===== src/rtl/burst_pkg.sv =====
package burst_pkg;

  localparam int unsigned BEAT_W = 2;
  typedef logic [BEAT_W-1:0] beat_t;

  // offset of a given beat relative to the loaded preset
  function automatic beat_t burst_offset(input beat_t preset, input beat_t beat,
                                         input logic linear);
    beat_t r;
    if (linear) r = preset + beat;
    else        r = preset ^ beat;
    return r;
  endfunction

  function automatic beat_t beat_step(input beat_t beat);
    return beat + beat_t'(1);
  endfunction

endpackage


===== src/rtl/burst_load_ctrl.sv =====
module burst_load_ctrl (
  input  logic strb_proc_n,
  input  logic strb_ctrl_n,
  input  logic adv_n,
  output logic load,
  output logic step
);
  // a strobe overrides advance in the same cycle
  always_comb begin
    load = ~strb_proc_n | ~strb_ctrl_n;
    step = ~adv_n & ~load;
  end
endmodule


===== src/rtl/burst_seq_counter.sv =====
module burst_seq_counter
  import burst_pkg::*;
(
  input  logic  clk,
  input  logic  rst_n,
  input  logic  load,
  input  logic  step,
  output beat_t beat
);
  always_ff @(posedge clk) begin
    if (!rst_n)    beat <= '0;
    else if (load) beat <= '0;
    else if (step) beat <= beat_step(beat);
  end

  AST_LOAD_CLEARS: assert property (@(posedge clk) disable iff (!rst_n)
    load |=> beat == '0);
  AST_STEP_INC: assert property (@(posedge clk) disable iff (!rst_n)
    (!load && step) |=> beat == beat_t'($past(beat) + 2'd1));
  AST_IDLE_HOLD: assert property (@(posedge clk) disable iff (!rst_n)
    (!load && !step) |=> $stable(beat));
endmodule


===== src/rtl/burst_base_reg.sv =====
module burst_base_reg #(
  parameter int unsigned AW = 20
) (
  input  logic          clk,
  input  logic          rst_n,
  input  logic          load,
  input  logic [AW-1:0] ext_addr,
  output logic [AW-1:0] base
);
  always_ff @(posedge clk) begin
    if (!rst_n)    base <= '0;
    else if (load) base <= ext_addr;
  end

  AST_BASE_HOLD: assert property (@(posedge clk) disable iff (!rst_n)
    !load |=> $stable(base));
endmodule


===== src/rtl/burst_addr_gen.sv =====
module burst_addr_gen
  import burst_pkg::*;
#(
  parameter int unsigned AW = 20
) (
  input  logic          clk,
  input  logic          rst_n,
  input  logic          strb_proc_n,
  input  logic          strb_ctrl_n,
  input  logic          adv_n,
  input  logic [AW-1:0] ext_addr,
  input  logic          order_lin_n,
  output logic [AW-1:0] burst_addr,
  output logic [1:0]    beat_idx
);
  localparam int unsigned HI_W = AW - BEAT_W;

  logic          load_ev;
  logic          step_ev;
  beat_t         beat_q;
  logic [AW-1:0] base_q;
  beat_t         offset;

  burst_load_ctrl u_ctrl (
    .strb_proc_n (strb_proc_n),
    .strb_ctrl_n (strb_ctrl_n),
    .adv_n       (adv_n),
    .load        (load_ev),
    .step        (step_ev)
  );

  burst_seq_counter u_cnt (
    .clk   (clk),
    .rst_n (rst_n),
    .load  (load_ev),
    .step  (step_ev),
    .beat  (beat_q)
  );

  burst_base_reg #(.AW(AW)) u_base (
    .clk      (clk),
    .rst_n    (rst_n),
    .load     (load_ev),
    .ext_addr (ext_addr),
    .base     (base_q)
  );

  always_comb begin
    offset     = burst_offset(base_q[BEAT_W-1:0], beat_q, ~order_lin_n);
    burst_addr = {base_q[AW-1:BEAT_W], offset};
    beat_idx   = beat_q;
  end

  AST_LOAD_PRESENT: assert property (@(posedge clk) disable iff (!rst_n)
    load_ev |=> burst_addr == $past(ext_addr));
  AST_UPPER_FIXED: assert property (@(posedge clk) disable iff (!rst_n)
    !load_ev |=> burst_addr[AW-1:BEAT_W] == $past(burst_addr[AW-1:BEAT_W]));
  AST_BEAT0_PRESET: assert property (@(posedge clk) disable iff (!rst_n)
    (beat_q == '0) |-> burst_addr == base_q);

  initial assert (HI_W >= 1);
endmodule


===== config.mk =====
export PLATFORM = sky130hd
export DESIGN_NAME = burst_addr_gen
export DESIGN_NICKNAME = d
export VERILOG_FILES = /design/src/rtl/burst_pkg.sv /design/src/rtl/burst_load_ctrl.sv /design/src/rtl/burst_seq_counter.sv /design/src/rtl/burst_base_reg.sv /design/src/rtl/burst_addr_gen.sv
export SDC_FILE = /design/constraint.sdc
export NUM_CORES = 1
export LEC_CHECK = 0
export BUFFER_PORTS_ARGS = -buffer_cell sky130_fd_sc_hd__buf_4
export CORE_MARGIN = 4
export CORE_UTILIZATION = 49
export DETAILED_ROUTE_END_ITERATION = 8
export PLACE_DENSITY = 0.91
export SYNTH_ARGS = -nofsm -noshare
export SYNTH_HDL_FRONTEND = slang
export SYNTH_SLANG_ARGS = --single-unit

===== constraint.sdc =====
create_clock -name clk -period 1.22 [get_ports clk]
set_input_delay 0.183 -clock clk [delete_from_list [all_inputs] [get_ports clk]]
set_output_delay 0.183 -clock clk [all_outputs]
set_load 0.1 [all_outputs]

==> key figures <==
Outcome
  • Status: finished with violations
  • Failing checks: setup timing

Pwr
  • Comb pwr share: between 30% and 40%
  • Max VDD drop: 0.7525 mV
  • Clock power frac: 18.5%
  • Sw power: between 0.0006 and 0.0007 W
  • Sw Ratio: 37.30%
  • Leakage: 0.6422 nW
  • Reg power frac: 46.0%
  • Int Power: 0.001063 W
  • Pwr dens: 1184 nW/um^2

Route
  • Post-route ant nets: 0
  • Drt wl/cell: 12.35 um
  • Via-to-Cell Ratio: 4.608
  • Final wirelength: 2.174 mm
  • DR iter-0 viols: 13
  • DR vias: 811
  • DR pass1 iterations: 4
  • Residual DRC: 0

Global route
  • Vias in the first global route: 741
  • First-pass GRT wire length: around 3.2 mm
  • GRT Util Overall: 15.44%
  • Global route overflow: 0
  • Initial antenna violation count: 0
  • Largest net degree at the start of global routing: 22
  • Routing usage on met2: 29.33%
  • Global routing's busiest layer: met2
  • Met3 usage: under 10%
  • GR Layer Usage met1: 16.39%

Clocking
  • CTS sink count: 22
  • H-tree Lvls: 1
  • Clock latency on the worst-skew pair: between 200 and 300 ps
  • Max Buffers Root-to-Sink: 2
  • Clock transition at path regs: around 110 ps
  • CTS tree: yes
  • Clock root buffer: clkbuf_4
  • Hold Buf Count CTS: 0
  • Clock buffer count from CTS: 3

Synth
  • Synthesized Nets: about 150
  • Top cell type's share of synthesized area: 40.98%
  • Synthesized flop and latch total: 22
  • Yosys cell types: 14
  • Post-synthesis mux area share: 0%
  • Cell area after synthesis: 1075 sq um
  • Synthesized instance count: 118
  • Adder-cell share of the synthesized area: under 10%
  • Synth area leaders: dfxtp_1, a21boi_2, nand2_1
  • Xor and xnor area share after synthesis: 2.445%
  • Compound-Gate Fraction of Synth Area: 20.95%
  • Post-synth top area cell: dfxtp_1
  • Largest family of logic cells by synthesized area: compound AO/OA/AOI/OAI gates
  • Simple-gate area share of the yosys netlist: 18.16%
  • Post-synthesis sequential area ratio: 40.98%
  • Avg Inst Size Synth: 9.108 sq um
  • Synth warnings: 0

Final layout
  • # nets final: 177
  • Multi-input gate area: 498.0 sq um
  • Fillers: approximately 180
  • Diodes inserted: 0
  • Synth-to-layout area growth: 33.18%
  • End-of-flow core utilization: 70.79%
  • Final std cell area, no fill: 1431 sq um
  • FF+latch area: between 400 and 500 sq um
  • Share of cells above drive strength 1: 54.36%

Die
  • Die Area: roughly 3000 sq um
  • FP Rows: 16
  • Die width: 54.84 um
  • IO Count: 48
  • Area of the core: 2022 sq um
  • Height of the die: 54.84 um
  • Initial Util: 53.16%

STA
  • FMAX: 0.6757 GHz
  • Min Tclk post-route: 1480 ps
  • Clock skew: 0.007300 ps
  • Final hold violations: 0
  • Post-route setup slack: -259.9 ps
  • Final Cycle Share: 121.3%
  • Worst Tran Pin Value: 283.0 ps
  • Setup violators final: 2
  • Worst slew margin: 81.29%
  • Setup TNS: -313.0 ps
  • Hold Worst Slack: ~140 ps
  • Fin. max-slew vios: 0
  • RSZ-0062 raised after global routing: true

Worst setup path
  • Worst R2R Setup Slack: between 200 and 250 ps
  • WP data arrival: 1300 ps
  • Critical-path top delay cell: dfxtp_4
  • R2R cell count: 4
  • Slowest stage delay, CP: 380 ps
  • Crit Path Max Fanout: 2
  • Critical Path Start Type: flip-flop
  • Reg-to-Reg Start: u_cnt.beat[0]
  • Critical Path RT: 1040 ps
  • RR Endpoint: u_cnt.beat[1]
  • Critical path, cell by cell: ha_4 > nor2b_4 > xnor2_4 > buf_12
  • Crit path kind: flip-flop to output pin
  • Critical Path End Type: output pin

Hold path
  • Hold crit path type: input port to flip-flop
  • Worst Hold End: u_base.base[5]
  • Hold Crit Start: ext_addr[5]
  • Hold depth: 3

Run
  • # Max-Cap Violations: 0

Placement
  • Placed instance area: 1355 sq um
  • GP Congestion: 0.6351
  • Buffers on Ports: 47
  • Detailed placer's ending HPWL: 1.581 mm
-- what timing repair did --
item                                   in CTS  in global routing
cloned                                      0                  0
buffers inserted                            1                  1
pin swaps                                   2                  0
setup endpoints to repair                   3                  2
endpoints found under the hold margin       0                  0
gates resized for setup                    10                  1
-- power groups by stage --
stage	registers (W)	clock network [W]	logic [W]
5_1_grt	0.000784	0.000360	0.000627
3_5_place_dp	0.000797	0	0.000582
6_report	0.000780	0.000314	0.000601
2_1_floorplan	0.000799	0	0.000489
3_3_place_gp	0.000794	0	0.000575
4_1_cts	0.000780	0.000328	0.000604
-- routing by layer --
metal | vias to the layer above | part of all wire, %
li1 | 416 | -
met1 | 366 | 36
met2 | 25 | 56
met3 | 4 | 6.6
met4 | 0 | 1.5
met5 | - | 0
-- cells by family after synthesis --
group	Yosys count
simple gates	48
buf+inv	24
fa+ha+maj	1
xor+xnor	3
compound gates	20
flops	22
-- metrics by stage --
| stage | cells | power (W) | setup slack, ps |
|---|---|---|---|
| after detailed placement | 171 | 0.001379 | -76.54 |
| after global placement | 171 | 0.001369 | -42.30 |
| final | 176 | 0.001695 | -259.9 |
| after CTS | 175 | 0.001712 | -273.7 |
| after global routing | 176 | 0.001772 | -333.1 |
| after floorplan | 118 | 0.001288 | -316.5 |
-- state kept, by name, summed over array words and instances (netlist names) --
name and cells:
u_base.base 20, u_cnt.beat 2
-- synth_stat cells --
cell type,number
buf_4,18
dfxtp_1,22
buf_2,2
nor3_1,1
nand2_1,42
buf_6,2
and2_4,1
clkbuf_1,2
xnor2_1,3
a21boi_2,20
nor2_1,1
nor2b_1,2
and2b_1,1
ha_1,1
-- worst max-delay path: cells and delay by family, from the launching register on --
kind / cells / cell delay (ps)
XOR/XNOR: 1 / 140
adder cells (fa/ha/maj): 1 / 120
buffers and inverters: 1 / 190
flip-flops: 1 / 380
AND/OR/NAND/NOR: 1 / 180
-- area by class of cell --
type	instances	share of cell area, %
Multi-Input combinational cell	72	34.79
Sequential cell	22	31.38
Timing Repair Buffer	51	29.63
Tap cell	27	2.360
Clock buffer	3	1.573
Clock inverter	1	0.2622
-- placed cells by master (no fill, tap or decap), types with 2 or more instances in the layout --
cell      synthesis  routed
dfxtp_1          22      19
nand2_1          42      42
clkbuf_4          0       3
dfxtp_4           0       2
buf_4            18      47
a21boi_2         20      20
xnor2_1           3       2
buf_12            0       3
-- worst max-delay path by stage --
stage	startpoint	endpoint	slack (ps)
6_report	u_cnt.beat[0]	burst_addr[1]	-260
5_1_grt	u_cnt.beat[0]	burst_addr[1]	-330
4_1_cts	u_cnt.beat[0]	burst_addr[1]	-270
3_5_place_dp	u_base.base[0]	burst_addr[1]	-80
3_3_place_gp	u_base.base[0]	burst_addr[1]	-40
2_1_floorplan	u_cnt.beat[0]	burst_addr[1]	-320
(Power assumes the default switching activity.)
